===== src/rtl/spl_pkg.sv =====
package spl_pkg;
  // Control byte bit positions (byte numbered MSB-first: strobe, data, select, address)
  localparam int CTL_W      = 8;
  localparam int STROBE_BIT = 7;
  localparam int DATA_BIT   = 6;
  localparam int SEL_HI     = 5;
  localparam int SEL_LO     = 4;
  localparam int ADDR_HI    = 3;
  localparam int ADDR_LO    = 0;
  localparam int SEL_W      = SEL_HI - SEL_LO + 1;
  localparam int ADDR_W     = ADDR_HI - ADDR_LO + 1;
  localparam int NUM_REGS   = 1 << SEL_W;

  typedef enum logic [SEL_W-1:0] {
    SEL_INTEGRATE  = 2'd0,
    SEL_DECAY      = 2'd1,
    SEL_LOCK_THR   = 2'd2,
    SEL_UNLOCK_THR = 2'd3
  } reg_sel_e;

  typedef struct packed {
    logic              data;
    reg_sel_e          sel;
    logic [ADDR_W-1:0] addr;
  } bit_cmd_t;
endpackage


===== src/rtl/spl_ctl_decode.sv =====
module spl_ctl_decode
  import spl_pkg::*;
(
  input  logic             clk_i,
  input  logic             rst_ni,
  input  logic             wr_en_i,
  input  logic [CTL_W-1:0] wr_data_i,
  output logic             commit_o,
  output bit_cmd_t         cmd_o
);
  logic strobe_q;

  always_ff @(posedge clk_i or negedge rst_ni) begin
    if (!rst_ni)      strobe_q <= 1'b0;
    else if (wr_en_i) strobe_q <= wr_data_i[STROBE_BIT];
  end

  // commit only on a 0->1 strobe change between consecutive writes
  assign commit_o   = wr_en_i && wr_data_i[STROBE_BIT] && !strobe_q;
  assign cmd_o.data = wr_data_i[DATA_BIT];
  assign cmd_o.sel  = reg_sel_e'(wr_data_i[SEL_HI:SEL_LO]);
  assign cmd_o.addr = wr_data_i[ADDR_HI:ADDR_LO];

  assert_no_repeat_commit_R5: assert property (@(posedge clk_i) disable iff (!rst_ni)
    commit_o |=> !commit_o);

  assert_idle_holds_strobe_R10: assert property (@(posedge clk_i) disable iff (!rst_ni)
    !wr_en_i |=> $stable(strobe_q));
endmodule


===== src/rtl/spl_param_bank.sv =====
module spl_param_bank
  import spl_pkg::*;
#(
  parameter int PARAM_W = 12
) (
  input  logic                        clk_i,
  input  logic                        rst_ni,
  input  logic                        commit_i,
  input  bit_cmd_t                    cmd_i,
  output logic [NUM_REGS*PARAM_W-1:0] params_o
);
  logic [PARAM_W-1:0] regs_q [NUM_REGS];
  logic               addr_ok;

  assign addr_ok = 32'(cmd_i.addr) < PARAM_W;

  for (genvar r = 0; r < NUM_REGS; r++) begin : g_reg
    logic hit;
    assign hit = commit_i && addr_ok && (cmd_i.sel == reg_sel_e'(r));

    always_ff @(posedge clk_i or negedge rst_ni) begin
      if (!rst_ni)  regs_q[r] <= '0;
      else if (hit) regs_q[r][cmd_i.addr] <= cmd_i.data;
    end

    assign params_o[r*PARAM_W +: PARAM_W] = regs_q[r];

    assert_idle_stable_R4: assert property (@(posedge clk_i) disable iff (!rst_ni)
      !commit_i |=> $stable(regs_q[r]));

    assert_other_reg_stable_R6: assert property (@(posedge clk_i) disable iff (!rst_ni)
      (commit_i && cmd_i.sel != reg_sel_e'(r)) |=> $stable(regs_q[r]));

    assert_bad_addr_stable_R7: assert property (@(posedge clk_i) disable iff (!rst_ni)
      (commit_i && 32'(cmd_i.addr) >= PARAM_W) |=> $stable(regs_q[r]));

    assert_bit_loaded_R3: assert property (@(posedge clk_i) disable iff (!rst_ni)
      (commit_i && cmd_i.sel == reg_sel_e'(r) && 32'(cmd_i.addr) < PARAM_W)
      |=> regs_q[r][$past(cmd_i.addr)] == $past(cmd_i.data));
  end
endmodule


===== src/rtl/serial_param_loader.sv =====
module serial_param_loader
  import spl_pkg::*;
#(
  parameter int PARAM_W = 12
) (
  input  logic                        clk_i,
  input  logic                        rst_ni,
  input  logic                        wr_en_i,
  input  logic [7:0]                  wr_data_i,
  output logic [4*PARAM_W-1:0]        params_o,
  output logic [PARAM_W-1:0]          reg0_o
);
  logic     commit;
  bit_cmd_t cmd;

  spl_ctl_decode u_dec (
    .clk_i    (clk_i),
    .rst_ni   (rst_ni),
    .wr_en_i  (wr_en_i),
    .wr_data_i(wr_data_i),
    .commit_o (commit),
    .cmd_o    (cmd)
  );

  spl_param_bank #(.PARAM_W(PARAM_W)) u_bank (
    .clk_i   (clk_i),
    .rst_ni  (rst_ni),
    .commit_i(commit),
    .cmd_i   (cmd),
    .params_o(params_o)
  );

  assign reg0_o = params_o[PARAM_W-1:0];

  assert_reg0_cleared_R1: assert property (@(posedge clk_i)
    !rst_ni |-> reg0_o == '0);
endmodule


===== config.mk =====
export PLATFORM = sky130hd
export DESIGN_NAME = serial_param_loader
export DESIGN_NICKNAME = d
export VERILOG_FILES = /design/src/rtl/spl_pkg.sv /design/src/rtl/spl_ctl_decode.sv /design/src/rtl/spl_param_bank.sv /design/src/rtl/serial_param_loader.sv
export SDC_FILE = /design/constraint.sdc
export NUM_CORES = 1
export LEC_CHECK = 0
export ABC_AREA = 0
export BUFFER_PORTS_ARGS = -buffer_cell sky130_fd_sc_hd__buf_2
export CAP_MARGIN = 15
export CORE_MARGIN = 4
export CORE_UTILIZATION = 45
export CTS_CLUSTER_SIZE = 12
export DETAILED_ROUTE_END_ITERATION = 10
export HOLD_SLACK_MARGIN = 0.02
export PLACE_DENSITY = 0.68
export SLEW_MARGIN = 25
export SYNTH_ARGS = -nofsm -noshare
export SYNTH_HDL_FRONTEND = slang
export SYNTH_SLANG_ARGS = --single-unit

===== constraint.sdc =====
create_clock -name clk_i -period 2.5 [get_ports clk_i]
set_clock_uncertainty 0.2 [all_clocks]
set_input_delay 0.5 -clock clk_i [delete_from_list [all_inputs] [get_ports clk_i]]
set_output_delay 0.5 -clock clk_i [all_outputs]
set_load 0.05 [all_outputs]

# After elaboration in Yosys (flattened, before gate mapping)
# Cells that the tools add are included.
totals:
  register_bits: 49
  in_bits: 11
  out_inout_bits: 60
  wordCells: 27
op_classes:
  n_lt_le_gt_ge: 3
  n_eq_ne: 3
  muxes: 6
  reduce_logical: 10
ops:
  columns: ["operator", "count"]
  rows:
  - ["bitwise mux 12 bit", 4]
  - ["logical AND 1 bit", 8]
  - ["< comparator 4 x 5 -> 1 bit (second input constant)", 1]
  - ["demux 1 bit (select 4 bit)", 1]
  - ["equality test 2 bit (second input constant)", 2]
  - [">= comparator 4 x 1 -> 1 bit (second input constant)", 1]
  - ["< comparator 4 bit (second input constant)", 1]
  - ["equality test 2 x 1 -> 1 bit (second input constant)", 1]
  - ["zero test 2 bit", 1]
  - ["zero test 1 bit", 1]
  - ["2-to-1 mux 1 bit", 1]

# Longest topological paths before layout
logic_depth:
  word_depth: 5
  depth_mapped: 5
  ltp_nobuf: 3

# By module
# From an unflattened synthesis, not the netlist that was laid out.
unflattened:
  hier_cells: 198
  hier_area_um2: 2596.2
by_module_without_submodules:
  columns: ["module", "instances", "cells_each", "area_each_um2", "seq_area_each_um2"]
  rows:
  - ["spl_param_bank", 1, 176, 2403.6, 1201.2]
  - ["spl_ctl_decode", 1, 10, 102.6, 25.0]
  - ["serial_param_loader", 1, 12, 90.1, 0.0]

# Worst setup path after synthesis
# No wires, ideal clock.
synth_timing:
  path_kind: "input port to flip-flop"
  startpoint: "input wr_data_i[4]"
  endpoint: "register u_bank.regs_q, in the netlist u_bank.params_o[11]"
  setup_time_ns: 0.128
  arrival_ns: 1.534
  required_time_ns: 2.172
  setup_slack_ns: 0.639
  path_stages: 5
  path_buffers: 2
  path_cell_list: "buf_2 a211oi_4 buf_2 nand3_1 mux2_1"
synth_via:
  elab_chain_cells: 2
synth_rtl:
  columns: ["element", "line", "text"]
  rows:
  - ["start: declaration", "serial_param_loader.sv:9", "input logic [7:0] wr_data_i,"]
  - ["zero test 2 bit", "spl_param_bank.sv:19", "assign hit = commit_i && addr_ok && (cmd_i.sel == reg_sel_e'(r));"]
  - ["logical AND 1 bit", "spl_param_bank.sv:19", null]
  - ["end signal: indexed assignment", "spl_param_bank.sv:23", "else if (hit) regs_q[r][cmd_i.addr] <= cmd_i.data;"]
  - ["end: declaration", "spl_param_bank.sv:12", "logic [PARAM_W-1:0] regs_q [NUM_REGS];"]
# Every way passes these cells.
# A chain may end at the register's enable or synchronous reset.

# Final worst setup path
# Ends and elaborated chain as after synthesis.

==> results.sh <==
export IMPL_grt_use_total_pct=18.3
export IMPL_fp_row_count=26
export IMPL_synth_top_area_share_pct=49.0
export IMPL_routabilityCongestion=0.739
export IMPL_first_global_vias=1811
export IMPL_die_area_um2=6820
export IMPL_holdPathStages=2
export IMPL_layout_min_cycle_time_ns=1.72
export IMPL_synth_fa_ha_area_share_pct=0
export IMPL_clk_latency_ns=0.30
export IMPL_synthArstFlopShare_pct=100
export IMPL_grt_max_degree=49
export IMPL_max_slew_margin_pct=50.1
export IMPL_synth_warnings=0
export IMPL_dpl_hpwl_mm=3.94
export IMPL_cts_buffers=5
export IMPL_cts_sinks=49
export IMPL_syn_inst=196
export IMPL_max_cap_violations=0
export IMPL_placed_area_um2=2780
export IMPL_synth_xor_area_share_pct=0
export IMPL_grt_overflow=0
export IMPL_muxShareOfSynthArea_pct=22.0
export IMPL_fin_nets=258
export IMPL_vias=1754
export IMPL_final_cell_area_um2=2930
export IMPL_routedWlPerCell_um=18.1
export IMPL_top_usage_layer="met2"
export IMPL_synth_top_family_by_area="multiplexers"
export IMPL_syn_area_um2=2500
export IMPL_core_area_um2=5240
export IMPL_worst_setup_path_end_kind="flip-flop"
export IMPL_vdd_drop_max_mv=0.348
export IMPL_use_met3_pct=4.34
export IMPL_clkSlewWorstSetupHoldPaths_ns=0.09
export IMPL_fmax_ghz=0.580
export IMPL_ys_ff_latch=49
export IMPL_drt_iter0_drc=123
export IMPL_use_met2_pct=29.1
export IMPL_path_max_fanout=25
export IMPL_via_per_inst=5.52
export IMPL_initial_core_util_pct=47.8
export IMPL_setup_violations_final=0
export IMPL_clockBufferDepth=2
export IMPL_cts_max_level=2
export IMPL_drtAntennaViolNets=0
export IMPL_rsz0062_at_grt="no"
export IMPL_start_kind="input port"
export IMPL_post_cts_resize_count=0
export IMPL_synth_common_cells="dfrtp_1, mux2_2, nand3_1, nand4_1, buf_4"
export IMPL_synth_edf_count=0
export IMPL_fp_dieH_um=82.6
export IMPL_root_buffer="clkbuf_8"
export IMPL_ys_top_cells_by_area="dfrtp_1, mux2_2, nand4_1"
export IMPL_synthFlopType="dfrtp_1"
export IMPL_synth_compound_area_share_pct=1.15
export IMPL_yosys_cell_count_top_type="dfrtp_1"
export IMPL_diodes=0
export IMPL_syn_to_final_growth_pct=17.1
export IMPL_finalPower_mw=1.88
export IMPL_power_density_nw_per_um2=643
export IMPL_synth_fp_nets=207
export IMPL_cp_required_ns=2.49
export IMPL_power_leakage_nw=1.54
export IMPL_placement_io_buffers=70
export IMPL_die_w_um=82.6
export IMPL_dr_pass1_iters=4
export IMPL_layout_drive_gt1_share_pct=56.9
export IMPL_drt_wl_total_mm=5.76
export IMPL_hp_class="in -> reg"
export IMPL_reg2reg_depth=4
export IMPL_avgSynthCellArea_um2=12.8
export IMPL_io_pins=71
export IMPL_setup_tns_ns=0
export IMPL_crit_arrival_ns=1.71
export IMPL_synth_largest_area_cell="dfrtp_1"
export IMPL_critPathKind="in -> reg"
export IMPL_finalCritPeriodShare_pct=68.9
export IMPL_synthSimpleGateAreaFrac_pct=19.4
export IMPL_drv_slew=0
export IMPL_cts_tree="built"
export IMPL_hold_violations=0
export IMPL_remaining_drc_errors=0
export IMPL_met1_usage_pct=25.2
export IMPL_yosysUniqueCellTypes=18
export IMPL_ys_seq_area_share_pct=49.0
export IMPL_status="finished, final reports clean"
export IMPL_antenna_found_initial=0
export IMPL_grt_pass1_wl_mm=9.38
export IMPL_tightest_slew_ns=0.748
what timing repair did:
action / in CTS / in global routing
hold endpoints to repair: 24 / 0
buffers inserted: 0 / 0
hold buffers: 1 / 0
setup endpoints to repair: 0 / 0
logic make-up (layout without fill, tap and decap cells):
family | after synthesis | count (layout)
and+or+nand+nor | 62 | 62
AOI/OAI and AO/OA | 2 | 2
muxes | 49 | 49
buffers and inverters | 34 | 86
DFF | 49 | 49
critical path: stages:
cell      delay [ns]
buf_2           0.26
a211oi_4        0.28
buf_4           0.24
nand3_1         0.10
mux2_1          0.32
cell type report:
| cell class | count | area [µm²] |
|---|---|---|
| flip-flops and latches | 49 | 1230 |
| well taps | 70 | 87.6 |
| clock buffers | 5 | 68.8 |
| repair buffers | 78 | 413 |
| multi-input cells | 113 | 1060 |
| fillers | 482 | 2310 |
| clock inverters | 3 | 68.8 |
report_power, final:
part           total (mW)  switching, mW  internal [mW]
Combinational       0.356          0.271         0.0849
Clock               0.680          0.277          0.403
Sequential          0.848         0.0207          0.827
Total                1.88          0.568           1.31
layout by cell type, fill, tap and decap left out:
cell type / count
and4bb_1: 2
a21oi_2: 1
inv_6: 1
mux2_1: 3
and3_1: 1
mux2_2: 46
and4bb_2: 3
nor4_4: 1
buf_2: 70
buf_4: 7
and4b_1: 2
nor4b_4: 4
a211oi_4: 1
nand4_1: 24
bufinv_16: 2
and3b_1: 1
clkbuf_8: 5
dfrtp_1: 49
nand3_1: 24
dlygate4sd3_1: 1
stage by stage:
step | setup WS, ns | hold slack, ns | cells | utilization, %
after global placement | 0.473 | 0.284 | 309 | 53.1
final | 0.777 | 0.259 | 318 | 55.9
after detailed placement | 0.459 | 0.292 | 309 | 53.1
after global routing | 0.684 | 0.246 | 318 | 55.9
after floorplan | 0.639 | 0.00441 | 196 | -
after CTS | 0.788 | 0.246 | 318 | 55.9
final timing paths:
kind	end	slack [ns]	startpoint
worst max-delay path	u_bank.params_o[11]	0.78	wr_data_i[4]
worst min-delay path	u_dec.strobe_q	0.26	wr_data_i[7]
worst max register to register	u_bank.params_o[44]	0.87	u_dec.strobe_q
worst min register to register	u_bank.params_o[45]	0.31	u_bank.params_o[45]
max in group asynchronous	u_bank.params_o[45]	0.93	rst_ni
min in group asynchronous	u_bank.params_o[33]	0.51	rst_ni
registers in the layout (all words and copies together), names as in the netlist:
signal           cells
u_bank.params_o     48
u_dec.strobe_q       1
per-layer routing:
metal | routed length [µm] | vias up
met5 | 0 | -
met4 | 36 | 0
met3 | 310 | 4
met2 | 2780 | 44
met1 | 2640 | 883
li1 | - | 823
Note: power is estimated with default switching activity, not from simulation.
